**src/rtl/dagPkg.sv**
```systemverilog
package dagPkg;

  localparam logic [2:0] MODE_DIRECT  = 3'd0;
  localparam logic [2:0] MODE_IND     = 3'd1;
  localparam logic [2:0] MODE_DISP    = 3'd2;
  localparam logic [2:0] MODE_PREDEC  = 3'd3;
  localparam logic [2:0] MODE_POSTINC = 3'd4;

  localparam logic [1:0] PTR_X    = 2'd0;
  localparam logic [1:0] PTR_Y    = 2'd1;
  localparam logic [1:0] PTR_Z    = 2'd2;
  localparam logic [1:0] PTR_NONE = 2'd3;

  localparam int NUM_PTR = 3;

  // control-to-datapath strobes
  typedef struct packed {
    logic capture;  // latch the computed address and request
    logic active;   // an access is in either cycle
    logic strobe;   // second cycle, not aborted: fire the memory strobe
    logic commit;   // end of the second cycle, not aborted: write the pointer back
    logic loadOk;   // idle: pointer loads allowed
  } ctrlStrobes_t;

endpackage

```
**src/rtl/dagControl.sv**
```systemverilog
module dagControl
  import dagPkg::*;
(
  input  logic         clk,
  input  logic         rstN,
  input  logic         rdReq,
  input  logic         wrReq,
  input  logic         abortIn,
  output ctrlStrobes_t ctrl,
  output logic         busy
);

  typedef enum logic [1:0] {ST_IDLE, ST_ADDR, ST_XFER} seqState_e;

  seqState_e state, stateNext;

  always_comb begin
    stateNext = state;
    case (state)
      ST_IDLE: if (rdReq || wrReq) stateNext = ST_ADDR;
      ST_ADDR: stateNext = abortIn ? ST_IDLE : ST_XFER;
      ST_XFER: stateNext = ST_IDLE;
      default: stateNext = ST_IDLE;
    endcase
  end

  always_ff @(posedge clk) begin
    if (!rstN) state <= ST_IDLE;
    else       state <= stateNext;
  end

  always_comb begin
    ctrl.capture = (state == ST_IDLE) && (rdReq || wrReq);
    ctrl.active  = (state != ST_IDLE);
    ctrl.strobe  = (state == ST_XFER) && !abortIn;
    ctrl.commit  = (state == ST_XFER) && !abortIn;
    ctrl.loadOk  = (state == ST_IDLE);
  end

  assign busy = (state == ST_ADDR);

endmodule

```
**src/rtl/dagDatapath.sv**
```systemverilog
module dagDatapath
  import dagPkg::*;
#(
  parameter int ADDR_W     = 16,
  parameter int DISP_W     = 6,
  parameter int DATA_W     = 8,
  parameter int REG_COUNT  = 32,
  parameter int IO_COUNT   = 64,
  parameter int SRAM_BYTES = 256,
  localparam int OFF_W     = $clog2(SRAM_BYTES)
) (
  input  logic               clk,
  input  logic               rstN,
  input  ctrlStrobes_t       ctrl,
  input  logic [2:0]         accMode,
  input  logic [1:0]         ptrSel,
  input  logic [ADDR_W-1:0]  directAddr,
  input  logic [DISP_W-1:0]  disp,
  input  logic               rdReq,
  input  logic               wrReq,
  input  logic               ptrWrEn,
  input  logic [1:0]         ptrWrSel,
  input  logic [ADDR_W-1:0]  ptrWrData,
  input  logic [DATA_W-1:0]  regRdData,
  input  logic [DATA_W-1:0]  ioRdData,
  input  logic [DATA_W-1:0]  sramRdData,
  output logic [ADDR_W-1:0]  effAddr,
  output logic [OFF_W-1:0]   localOff,
  output logic               regSel,
  output logic               ioSel,
  output logic               sramSel,
  output logic               outOfRange,
  output logic               modeErr,
  output logic               memRd,
  output logic               memWr,
  output logic [DATA_W-1:0]  rdData,
  output logic [ADDR_W-1:0]  ptrX,
  output logic [ADDR_W-1:0]  ptrY,
  output logic [ADDR_W-1:0]  ptrZ
);

  localparam int IO_BASE   = REG_COUNT;
  localparam int SRAM_BASE = REG_COUNT + IO_COUNT;
  localparam int SRAM_LAST = SRAM_BASE + SRAM_BYTES - 1;
  localparam logic [ADDR_W-1:0] IO_BASE_A   = IO_BASE[ADDR_W-1:0];
  localparam logic [ADDR_W-1:0] SRAM_BASE_A = SRAM_BASE[ADDR_W-1:0];
  localparam logic [ADDR_W-1:0] SRAM_LAST_A = SRAM_LAST[ADDR_W-1:0];

  logic [ADDR_W-1:0] ptrQ [NUM_PTR];
  logic [ADDR_W-1:0] base, addrC, newPtrC, dispExt;
  logic              updC, errC, selOk;

  // captured access
  logic [ADDR_W-1:0] addrQ, newPtrQ;
  logic [1:0]        selQ;
  logic              updQ, errQ, wrQ;

  assign dispExt = {{(ADDR_W-DISP_W){1'b0}}, disp};
  assign selOk   = (ptrSel != PTR_NONE);

  always_comb begin
    case (ptrSel)
      PTR_X:   base = ptrQ[0];
      PTR_Y:   base = ptrQ[1];
      PTR_Z:   base = ptrQ[2];
      default: base = '0;
    endcase
  end

  always_comb begin
    addrC   = directAddr;
    newPtrC = base;
    updC    = 1'b0;
    errC    = 1'b0;
    case (accMode)
      MODE_DIRECT: ;
      MODE_IND: begin
        addrC = base;
        errC  = !selOk;
      end
      MODE_DISP: begin
        addrC = base + dispExt;
        errC  = !((ptrSel == PTR_Y) || (ptrSel == PTR_Z));
      end
      MODE_PREDEC: begin
        addrC   = base - ADDR_W'(1);
        newPtrC = base - ADDR_W'(1);
        updC    = selOk;
        errC    = !selOk;
      end
      MODE_POSTINC: begin
        addrC   = base;
        newPtrC = base + ADDR_W'(1);
        updC    = selOk;
        errC    = !selOk;
      end
      default: errC = 1'b1;
    endcase
  end

  always_ff @(posedge clk) begin
    if (!rstN) begin
      addrQ   <= '0;
      newPtrQ <= '0;
      selQ    <= '0;
      updQ    <= 1'b0;
      errQ    <= 1'b0;
      wrQ     <= 1'b0;
    end else if (ctrl.capture) begin
      addrQ   <= addrC;
      newPtrQ <= newPtrC;
      selQ    <= ptrSel;
      updQ    <= updC;
      errQ    <= errC;
      wrQ     <= wrReq && !rdReq;
    end
  end

  // pointer registers: write-back at completion, loads only while idle
  for (genvar gi = 0; gi < NUM_PTR; gi++) begin : gPtr
    always_ff @(posedge clk) begin
      if (!rstN)
        ptrQ[gi] <= '0;
      else if (ctrl.commit && updQ && (selQ == 2'(gi)))
        ptrQ[gi] <= newPtrQ;
      else if (ctrl.loadOk && ptrWrEn && (ptrWrSel == 2'(gi)))
        ptrQ[gi] <= ptrWrData;
    end
  end

  logic okAcc;
  assign okAcc      = ctrl.active && !errQ;
  assign regSel     = okAcc && (addrQ < IO_BASE_A);
  assign ioSel      = okAcc && (addrQ >= IO_BASE_A) && (addrQ < SRAM_BASE_A);
  assign sramSel    = okAcc && (addrQ >= SRAM_BASE_A) && (addrQ <= SRAM_LAST_A);
  assign outOfRange = okAcc && (addrQ > SRAM_LAST_A);
  assign modeErr    = ctrl.active && errQ;
  assign effAddr    = addrQ;

  logic [ADDR_W-1:0] ioRel, sramRel;
  assign ioRel   = addrQ - IO_BASE_A;
  assign sramRel = addrQ - SRAM_BASE_A;

  always_comb begin
    if (regSel)       localOff = addrQ[OFF_W-1:0];
    else if (ioSel)   localOff = ioRel[OFF_W-1:0];
    else if (sramSel) localOff = sramRel[OFF_W-1:0];
    else              localOff = '0;
  end

  logic hit;
  assign hit   = regSel || ioSel || sramSel;
  assign memRd = ctrl.strobe && hit && !wrQ;
  assign memWr = ctrl.strobe && hit && wrQ;

  always_comb begin
    if (sramSel)     rdData = sramRdData;
    else if (ioSel)  rdData = ioRdData;
    else if (regSel) rdData = regRdData;
    else             rdData = '0;
  end

  assign ptrX = ptrQ[0];
  assign ptrY = ptrQ[1];
  assign ptrZ = ptrQ[2];

endmodule

```
**src/rtl/dataAddrGen.sv**
```systemverilog
module dataAddrGen
  import dagPkg::*;
#(
  parameter int ADDR_W     = 16,
  parameter int DISP_W     = 6,
  parameter int DATA_W     = 8,
  parameter int REG_COUNT  = 32,
  parameter int IO_COUNT   = 64,
  parameter int SRAM_BYTES = 256,
  localparam int OFF_W     = $clog2(SRAM_BYTES)
) (
  input  logic              clk,
  input  logic              rstN,
  input  logic [2:0]        accMode,
  input  logic [1:0]        ptrSel,
  input  logic [ADDR_W-1:0] directAddr,
  input  logic [DISP_W-1:0] disp,
  input  logic              rdReq,
  input  logic              wrReq,
  input  logic              abortIn,
  input  logic              ptrWrEn,
  input  logic [1:0]        ptrWrSel,
  input  logic [ADDR_W-1:0] ptrWrData,
  input  logic [DATA_W-1:0] regRdData,
  input  logic [DATA_W-1:0] ioRdData,
  input  logic [DATA_W-1:0] sramRdData,
  output logic [ADDR_W-1:0] effAddr,
  output logic [OFF_W-1:0]  localOff,
  output logic              regSel,
  output logic              ioSel,
  output logic              sramSel,
  output logic              outOfRange,
  output logic              modeErr,
  output logic              busy,
  output logic              memRd,
  output logic              memWr,
  output logic [DATA_W-1:0] rdData,
  output logic [ADDR_W-1:0] ptrX,
  output logic [ADDR_W-1:0] ptrY,
  output logic [ADDR_W-1:0] ptrZ
);

  ctrlStrobes_t ctrl;

  dagControl uCtrl (
    .clk(clk), .rstN(rstN), .rdReq(rdReq), .wrReq(wrReq),
    .abortIn(abortIn), .ctrl(ctrl), .busy(busy)
  );

  dagDatapath #(
    .ADDR_W(ADDR_W), .DISP_W(DISP_W), .DATA_W(DATA_W),
    .REG_COUNT(REG_COUNT), .IO_COUNT(IO_COUNT), .SRAM_BYTES(SRAM_BYTES)
  ) uPath (
    .clk(clk), .rstN(rstN), .ctrl(ctrl),
    .accMode(accMode), .ptrSel(ptrSel), .directAddr(directAddr), .disp(disp),
    .rdReq(rdReq), .wrReq(wrReq),
    .ptrWrEn(ptrWrEn), .ptrWrSel(ptrWrSel), .ptrWrData(ptrWrData),
    .regRdData(regRdData), .ioRdData(ioRdData), .sramRdData(sramRdData),
    .effAddr(effAddr), .localOff(localOff),
    .regSel(regSel), .ioSel(ioSel), .sramSel(sramSel),
    .outOfRange(outOfRange), .modeErr(modeErr),
    .memRd(memRd), .memWr(memWr), .rdData(rdData),
    .ptrX(ptrX), .ptrY(ptrY), .ptrZ(ptrZ)
  );

endmodule

```
**config.mk**
```make
export PLATFORM = sky130hd
export DESIGN_NAME = dataAddrGen
export DESIGN_NICKNAME = d
export VERILOG_FILES = /design/src/rtl/dagPkg.sv /design/src/rtl/dagControl.sv /design/src/rtl/dagDatapath.sv /design/src/rtl/dataAddrGen.sv
export SDC_FILE = /design/constraint.sdc
export NUM_CORES = 1
export LEC_CHECK = 0
export BUFFER_PORTS_ARGS = -buffer_cell sky130_fd_sc_hd__buf_2
export CORE_UTILIZATION = 45
export CTS_BUF_LIST = sky130_fd_sc_hd__clkbuf_16
export DETAILED_ROUTE_END_ITERATION = 6
export GPL_ROUTABILITY_DRIVEN = 1
export PLACE_DENSITY = 0.66
export REMOVE_ABC_BUFFERS = 1
export SYNTH_ARGS = -nofsm -noshare
export SYNTH_HDL_FRONTEND = slang
export SYNTH_SLANG_ARGS = --single-unit
export TNS_END_PERCENT = 5
```
**constraint.sdc**
```tcl
create_clock -name clk -period 10.2 [get_ports clk]
set_clock_uncertainty 0.15 [all_clocks]
set_input_delay 0.51 -clock clk [delete_from_list [all_inputs] [get_ports clk]]
set_output_delay 0.51 -clock clk [all_outputs]
set_load 0.02 [all_outputs]
```
==> results_dict.tcl, run 1 <==
set metrics [dict create \
    cp-start-kind "input pin" \
    p_per_area_mw_per_mm2 144 \
    cellLeakagePower_nw 3.03 \
    max_slew_margin 0.264 \
    cts_buffer_depth 2 \
    critPathMaxFanout 16 \
    num_io_pins 163 \
    finalCritPeriodShare 0.453 \
    p_switching_w 0.000352 \
    pwr-share-seq 0.396 \
    multiInputGateArea_mm2 0.00357 \
    grt_pass1_wl_um 34100 \
    ant_nets 0 \
    violations "DRC" \
    grt_max_degree 48 \
    finalCriticalPeriod_ps 4620 \
    ys_seq_area_frac 0.369 \
    cpMaxStageDelayCell "a222oi_1" \
    synth_edf_count 48 \
    rrSetupSlack_ps 6030 \
    cts_sinks 87 \
    timing.critical_path.required_ps 10300 \
    grtUsageMet2 0.520 \
    rsz0062_at_grt "false" \
    fp-row-count 41 \
    synthesis.instances 688 \
    wirelength_um 22000 \
    fillers 1202 \
    end_kind "register" \
    numCtsBuffers 9 \
    port_buffers 162 \
    dieHeight_um 118 \
    synth_flop_cell "edfxtp_1" \
    antenna_found_initial 0 \
    die-area_mm2 0.0139 \
    ys.warnings.count 0 \
    grt_overflow 0 \
    synth.area.top_cells "edfxtp_1 (24%), dfxtp_1 (13%), a22o_1 (7.1%)" \
    seqCellArea_mm2 0.00222 \
    synthToLayoutAreaGrowth_pct 21.9 \
    setup_tns_ps 0 \
    grt_pass1_vias 6312 \
    cts_hold_buf 0 \
    drt_iter0_drc 748 \
    clk_pin_slew_worst_paths_ps 70 \
    drc 1 \
    vias 6471 \
    final_area_mm2 0.00735 \
    grt_util_met1 0.410 \
    final_cell_mix "buf_2 (162), nor2_1 (69), nand2_1 (50)" \
    final_common_cell "buf_2" \
    switching_share 0.333 \
    track_usage 0.314 \
    antenna-diode-count 0 \
    max_cap_viol_count 0 \
    synth-seq-cells 87 \
    core_mm2 0.0128 \
    avgSynthCellArea_um2 8.76 \
    peakVddDrop_uv 94.5 \
    p_int_w 0.000707 \
    gp_congestion 0.887 \
    ys_types 77 \
    post-cts-setup-buffers 0 \
    placed_area_mm2 0.00703 \
    dr.pass1.iters 7 \
    worstSetupPathType "input pin to register" \
    worstPathArrival_ps 4720 \
    timing.fmax_mhz 216 \
    status "finished with violations" \
    setup_viol 0 \
    cts_tree "done" \
    crit_top_cell "ha_1" \
    die_w_um 118 \
    top_usage_layer "met2" \
    htreeDepth 3 \
    syn_area_mm2 0.00603 \
    grt.met3_usage 0.0523 \
    clock_latency_ps 350 \
    pwr-share-clk 0.345 \
    maxSlewViolCount 0 \
    drive_gt1_frac 0.268 \
    layout.nets 919 \
    hp-class "input pin to register" \
    yosysTopAreaCellShare 0.239 \
    hold_viol_final 0 \
    synth_top_cell_by_area "edfxtp_1" \
    p_comb_frac 0.259 \
    dp_hpwl_um 15500 \
    crit_chain "buf_2, inv_1, ha_1, a222oi_1, nor2_1, ha_1, o21ai_0, o22ai_1, a311oi_1, nor4_1, mux2i_1, a21oi_1, o221a_1" \
    worstMarginPinSlew_ps 1100 \
    cts_resized 0 \
    ys_async_sr_fraction 0 \
    start_util 0.470 \
    viasPerCell 6.43 \
    cts_root_buf "clkbuf_16" \
    routedWlPerCell_um 21.8 \
    max_stage_delay_ps 920 \
]
-- final cells by class --
type	count	area share
Clock inverter	7	0.0129
Tap cell	172	0.0293
Inverter	16	0.00818
Timing Repair Buffer	182	0.131
Clock buffer	9	0.0307
Multi-Input combinational cell	534	0.486
Sequential cell	87	0.303
-- final timing paths --
check                                 startpoint                end  cells after the start
worst max-delay path                   ptrSel[1]  uPath.effAddr[15]                     13
worst min-delay path                     abortIn     uCtrl.state[1]                      2
worst max register to register  uPath.ptrQ[1][2]  uPath.effAddr[15]                     10
worst min register to register     uPath.selQ[0]      uPath.selQ[0]                      2
-- critical path: cells and delay by family --
kind / cells / cell delay (ps)
AOI/OAI and AO/OA: 6 / 1820
adders and majority gates: 2 / 870
buffers and inverters: 2 / 190
muxes: 1 / 290
and+or+nand+nor: 2 / 1010
-- cell families after synthesis --
kind of cell	synth area share
buffers and inverters	0.0463
DFF	0.369
xor gates and xnor gates	0.0436
muxes	0.0102
and+or+nand+nor	0.195
adders and majority gates	0.0303
AOI/OAI and AO/OA	0.306
-- registers in the layout, summed over array words and instances (netlist names) --
| name | cells |
|---|---|
| uPath.updQ | 1 |
| uPath.ptrQ | 48 |
| uPath.errQ | 1 |
| uPath.effAddr | 16 |
| uPath.selQ | 2 |
| uPath.wrQ | 1 |
| uCtrl.state | 2 |
| uPath.newPtrQ | 16 |
-- stage by stage --
stage / total power, W / worst slack (ps) / hold WS (ps) / instances / utilization
finish: 0.00106 / 5580 / 187 / 1007 / 0.573
detailed placement: 0.000696 / 5460 / 328 / 991 / 0.548
global route: 0.00110 / 5340 / 193 / 1007 / 0.573
CTS: 0.00106 / 5740 / 179 / 1007 / 0.573
global placement: 0.000692 / 5580 / 315 / 991 / 0.548
floorplan: 0.000587 / 5750 / 304 / 637 / -
-- cell usage after synthesis, drive strengths merged (7+ instances only) --
library cell	number
ha	13
and2	8
o211ai	8
nor3	20
a222oi	16
or2	7
inv	13
a211oi	13
o21ai	45
xnor2	24
a221o	8
nand3	18
a31oi	13
a22oi	9
dfxtp	39
clkbuf	45
nor4	13
edfxtp	48
nor2	71
nand2	51
a21oi	37
a22o	49
o22ai	7
-- power by group through the flow --
stage / clock [W] / sequential [W] / combinational, W
final: 0.000366 / 0.000420 / 0.000274
after global routing: 0.000383 / 0.000423 / 0.000294
after CTS: 0.000371 / 0.000419 / 0.000270
after detailed placement: 0 / 0.000427 / 0.000269
after global placement: 0 / 0.000427 / 0.000265
after floorplan: 0 / 0.000441 / 0.000145
-- layer usage --
layer  part of all wire  vias up
li1                   -     2972
met1               0.41     3130
met2               0.49      337
met3              0.085       32
met4              0.018        0
met5                  0        -
(Power assumes the default switching activity.)
==> inputs of run 2 (changes only) <==
--- a/config.mk
+++ b/config.mk
@@ -10,7 +10,7 @@
 export CTS_BUF_LIST = sky130_fd_sc_hd__clkbuf_16
 export DETAILED_ROUTE_END_ITERATION = 6
 export GPL_ROUTABILITY_DRIVEN = 1
-export PLACE_DENSITY = 0.66
+export PLACE_DENSITY = 0.69
 export REMOVE_ABC_BUFFERS = 1
 export SYNTH_ARGS = -nofsm -noshare
 export SYNTH_HDL_FRONTEND = slang
==> constraint.sdc (replaced) <==
create_clock -name clk -period 4 [get_ports clk]
set_clock_uncertainty 0.15 [all_clocks]
set_input_delay 0.2 -clock clk [delete_from_list [all_inputs] [get_ports clk]]
set_output_delay 0.2 -clock clk [all_outputs]
set_load 0.02 [all_outputs]
==> run 2 against run 1 <==
Net effect: the run now ends clean; worst setup slack worse by 5100 ps; worst hold slack worse by 170 ps; register-to-register slack worse by 5500 ps; largest cell class unchanged; highest routed layer unchanged; total power grew to 2.6 times the previous value; largest power group unchanged; non-clock buffer count is 26 higher.
==> results_dict.tcl, run 2 (synthesis gave the netlist of run 1 again) <==
set metrics [dict create \
    critPathMaxFanout 4 \
    port_buffers 162 \
    largest-register "uPath.ptrQ" \
    peakVddDrop_uv 301 \
    htreeDepth 3 \
    core_mm2 0.0128 \
    rsz0062_at_grt "false" \
    p_per_area_mw_per_mm2 362 \
    die-area_mm2 0.0139 \
    viasPerCell 6.47 \
    drive_gt1_frac 0.288 \
    synthToLayoutAreaGrowth_pct 24.9 \
    grt_pass1_wl_um 33300 \
    fp-row-count 41 \
    cts_sinks 87 \
    pwr-share-clk 0.343 \
    placed_cells 1015 \
    fin_cells 1033 \
    end_kind "register" \
    switching_share 0.331 \
    cts_resized 0 \
    grt_max_degree 44 \
    numCtsBuffers 9 \
    setup_viol 0 \
    p_switching_w 0.000901 \
    rrSetupSlack_ps 510 \
    dieHeight_um 118 \
    cp-start-kind "register" \
    timing.fmax_mhz 287 \
    maxSlewViolCount 0 \
    final_area_mm2 0.00753 \
    worstPathArrival_ps 3620 \
    dr.pass1.iters 7 \
    r2r-end "uPath.effAddr[7]" \
    holdCritStartpoint "directAddr[6]" \
    layout.nets 945 \
    reg2regPathDepth 10 \
    clock_latency_ps 340 \
    max_slew_margin 0.356 \
    die_w_um 118 \
    status "completed" \
    pwr-share-seq 0.394 \
    cts_root_buf "clkbuf_16" \
    grt_pass1_vias 6117 \
    cellLeakagePower_nw 3.14 \
    hp-class "input pin to register" \
    finalCritPeriodShare 0.872 \
    worstMarginPinSlew_ps 963 \
    worstHoldPathCells 3 \
    final_cell_mix "buf_2 (162), nor2_1 (69), nand2_1 (50)" \
    ant_nets 0 \
    drt_iter0_drc 831 \
    clk_pin_slew_worst_paths_ps 70 \
    power.total_w 0.00272 \
    gp_congestion 1.01 \
    post-cts-setup-buffers 0 \
    worstSetupPathType "register to register" \
    r2r-start "uPath.ptrQ[1][1]" \
    cts_tree "done" \
    start_util 0.470 \
    placed_area_mm2 0.00719 \
    track_usage 0.304 \
    wirelength_um 21900 \
    largest_reg_flops 48 \
    final_common_cell "buf_2" \
    p_int_w 0.00182 \
    grt_overflow 0 \
    min_to "uPath.effAddr[6]" \
    vias 6682 \
    antenna_found_initial 0 \
    num_io_pins 163 \
    drc 0 \
    hold_viol_final 0 \
    cts_buffer_depth 2 \
    antenna-diode-count 0 \
    finalCriticalPeriod_ps 3490 \
    routedWlPerCell_um 21.2 \
    timing.critical_path.required_ps 4140 \
    max_cap_viol_count 0 \
    dp_hpwl_um 15700 \
    p_comb_frac 0.263 \
]
## run 2: worst max path at each step
stage | startpoint | end | slack, ps
floorplan | uPath.effAddr[12] | localOff[7] | -140
global placement | ptrSel[0] | uPath.effAddr[7] | 340
detailed placement | ptrSel[0] | uPath.effAddr[7] | 240
CTS | uPath.ptrQ[1][1] | uPath.effAddr[7] | 550
global route | uPath.ptrQ[1][1] | uPath.effAddr[7] | 220
finish | uPath.ptrQ[1][1] | uPath.effAddr[7] | 510
## run 2: final cells by class
class,instances,area (um^2)
clock buffers,9,225
clock inverters,7,96.3
fillers,1167,5300
inverters,16,60.1
multi-input cells,534,3550
flip-flops and latches,87,2220
well taps,172,215
repair buffers,208,1160
## run 2: power groups by stage
stage	Sequential, W	Combinational [W]	Clock (W)
3_5_place_dp	0.00109	0.000701	0
2_1_floorplan	0.00113	0.000371	0
5_1_grt	0.00108	0.000770	0.000969
4_1_cts	0.00107	0.000706	0.000938
3_3_place_gp	0.00109	0.000694	0
6_report	0.00107	0.000717	0.000934
## run 2: repair_timing
item | in CTS | in global routing
hold buffers | 2 | 0
endpoints found under the setup margin | 0 | 0
hold endpoints to repair | 2 | 0
## run 2: layer usage
layer  wire, um  part of all wire  GRT usage  vias up
met5          0                 0          0        -
met4        521             0.024      0.110        0
met3       1860             0.085     0.0373       41
met2      10300              0.47      0.489      395
met1       9210              0.42      0.419     3219
li1           -                 -          -     3027
## run 2: critical path, cell delays in order (launching register included)
cell and delay [ps]:
edfxtp_1 420, a222oi_1 480, nor2_1 130, ha_1 300
a211oi_1 350, o21bai_1 200, a311oi_1 530, nor4b_1 140
xnor2_1 160, a2111oi_0 430, a31o_2 160
## run 2: per-stage QoR
step,utilization,TNS (ps),worst slack (ps),hold WS [ps]
floorplan,-,-141,-141,126
global placement,0.560,0,341,227
detailed placement,0.560,0,242,245
CTS,0.587,0,554,6.48
global route,0.587,0,221,22.6
finish,0.587,0,513,13.7
==> inputs of run 3 (changes only) <==
--- a/config.mk
+++ b/config.mk
@@ -6,6 +6,7 @@
 export NUM_CORES = 1
 export LEC_CHECK = 0
 export BUFFER_PORTS_ARGS = -buffer_cell sky130_fd_sc_hd__buf_2
+export CORE_MARGIN = 2
 export CORE_UTILIZATION = 45
 export CTS_BUF_LIST = sky130_fd_sc_hd__clkbuf_16
 export DETAILED_ROUTE_END_ITERATION = 6
==> run 3 against run 2 <==
Net effect: cell count increased by 0.39%; first-iteration DRC count decreased by 20%; critical path depth increased by 5; die area increased by 3.4%; global-route usage increased by 0.92 points; combinational power increased by 2%; sequential share of layout area about the same; total power decreased by 1.1%; largest power group unchanged.
==> results_dict.tcl, run 3 (synthesis gave the netlist of run 1 again) <==
set metrics [dict create \
    critPathMaxFanout 16 \
    finalCriticalPeriod_ps 3640 \
    rsz0062_at_grt "false" \
    start_util 0.459 \
    final_area_mm2 0.00754 \
    wl_met3_um 1760 \
    clk_pin_slew_worst_paths_ps 70 \
    cts_resized 0 \
    cellLeakagePower_nw 3.15 \
    dr.pass1.iters 5 \
    finalCritPeriodShare 0.910 \
    drc 0 \
    end_kind "register" \
    grt_pass1_vias 6491 \
    largest-register "uPath.ptrQ" \
    viasPerCell 6.37 \
    port_buffers 162 \
    cts_hold_buf 2 \
    rrSetupSlack_ps 500 \
    worstSetupPathType "input pin to register" \
    vias 6610 \
    num_io_pins 163 \
    grt_max_degree 38 \
    fin_ws_ps 360 \
    cpMaxStageDelayCell "a222oi_1" \
    fin_cells 1037 \
    cp-start-kind "input pin" \
    placed_cells 1019 \
    routedWlPerCell_um 21.8 \
    dieHeight_um 120 \
    fp-row-count 42 \
    wl_met2_um 10900 \
    dp_slack_ps 51.6 \
    core_mm2 0.0131 \
    wl_met1_um 9240 \
    die_w_um 120 \
    p_per_area_mw_per_mm2 357 \
    holdWs_ps 10.8 \
    antenna_found_initial 0 \
    cts_root_buf "clkbuf_16" \
    clock_latency_ps 350 \
    cts_tree "done" \
    fillers 1247 \
    ant_nets 0 \
    gp_congestion 0.968 \
    max_slew_margin 0.346 \
    crit_chain "buf_2, inv_1, ha_1, a222oi_1, nor2_1, ha_1, o21ai_0, o22ai_1, a311oi_1, buf_4, nor4_1, buf_4, mux2i_1, a21oi_1, o221a_1" \
    grt_overflow 0 \
    setup_viol 0 \
    layout.nets 945 \
    worstPathArrival_ps 3730 \
    hold_viol_final 0 \
    grt_pass1_wl_um 35100 \
    antenna-diode-count 0 \
    top_layer_used "met4" \
    post-cts-setup-buffers 0 \
    numCtsBuffers 9 \
    track_usage 0.313 \
    maxSlewViolCount 0 \
    dp_hpwl_um 16800 \
    wirelength_um 22600 \
    max_cap_viol_count 0 \
    timing.critical_path.required_ps 4090 \
    hp-class "input pin to register" \
    worstMarginPinSlew_ps 979 \
    peakVddDrop_uv 175 \
    largest_reg_flops 48 \
    drive_gt1_frac 0.288 \
    final_cell_mix "buf_2 (162), nor2_1 (69), nand2_1 (50)" \
    status "completed" \
    cts_sinks 87 \
    drt_iter0_drc 664 \
    htreeDepth 3 \
    die-area_mm2 0.0143 \
    synthToLayoutAreaGrowth_pct 25.1 \
    placed_area_mm2 0.00720 \
    cts_buffer_depth 2 \
    timing.fmax_mhz 275 \
    final_common_cell "buf_2" \
    max_stage_delay_ps 600 \
]
-- run 3: cell types whose count changed in the layout (fill, tap and decap cells not counted), sizes merged --
cell      before  now
bufinv         2    1
clkinvlp       2    1
clkbuf         9   10
inv           16   14
clkinv         3    6
-- run 3: metal layers --
metal	track usage	vias to the layer above
li1	-	3028
met1	0.409	3203
met2	0.512	316
met3	0.0580	63
met4	0.130	0
met5	0	-
-- run 3: power by group --
| part | total (W) | switching [W] | internal [W] |
|---|---|---|---|
| combinational | 0.000729 | 0.000463 | 0.000266 |
| sequential | 0.00107 | 0.0000589 | 0.00101 |
| clock | 0.000895 | 0.000371 | 0.000524 |
-- run 3: path summary, 6_finish.rpt --
kind | startpoint | end | depth (start not counted)
hold reg to reg | uPath.selQ[0] | uPath.selQ[0] | 2
hold / removal | ptrWrData[1] | uPath.ptrQ[0][1] | 2
setup / recovery | ptrSel[1] | uPath.effAddr[15] | 15
setup reg to reg | uPath.ptrQ[1][2] | uPath.effAddr[15] | 12
-- run 3: worst max-delay path: cells and delay by family --
| kind | cells | cell delay (ps) |
|---|---|---|
| buffers and inverters | 4 | 540 |
| adders and majority gates | 2 | 840 |
| muxes | 1 | 170 |
| AOI/OAI and AO/OA | 6 | 1360 |
| and+or+nand+nor | 2 | 590 |
-- run 3: stage by stage --
stage	utilization	TNS, ps	total power (W)
2_1_floorplan	-	-141	0.00150
3_3_place_gp	0.548	0	0.00179
3_5_place_dp	0.548	0	0.00180
4_1_cts	0.574	0	0.00269
5_1_grt	0.574	0	0.00280
6_report	0.574	0	0.00269
-- run 3: layout make-up --
| class | instances | area (um^2) | share of cell area |
|---|---|---|---|
| multi-input combinational | 534 | 3560 | 0.472 |
| clock buffer | 10 | 250 | 0.0332 |
| tap | 176 | 220 | 0.0292 |
| timing repair buffer | 208 | 1160 | 0.154 |
| sequential | 87 | 2220 | 0.295 |
| inverter | 16 | 60.1 | 0.00797 |
| clock inverter | 6 | 66.3 | 0.00880 |
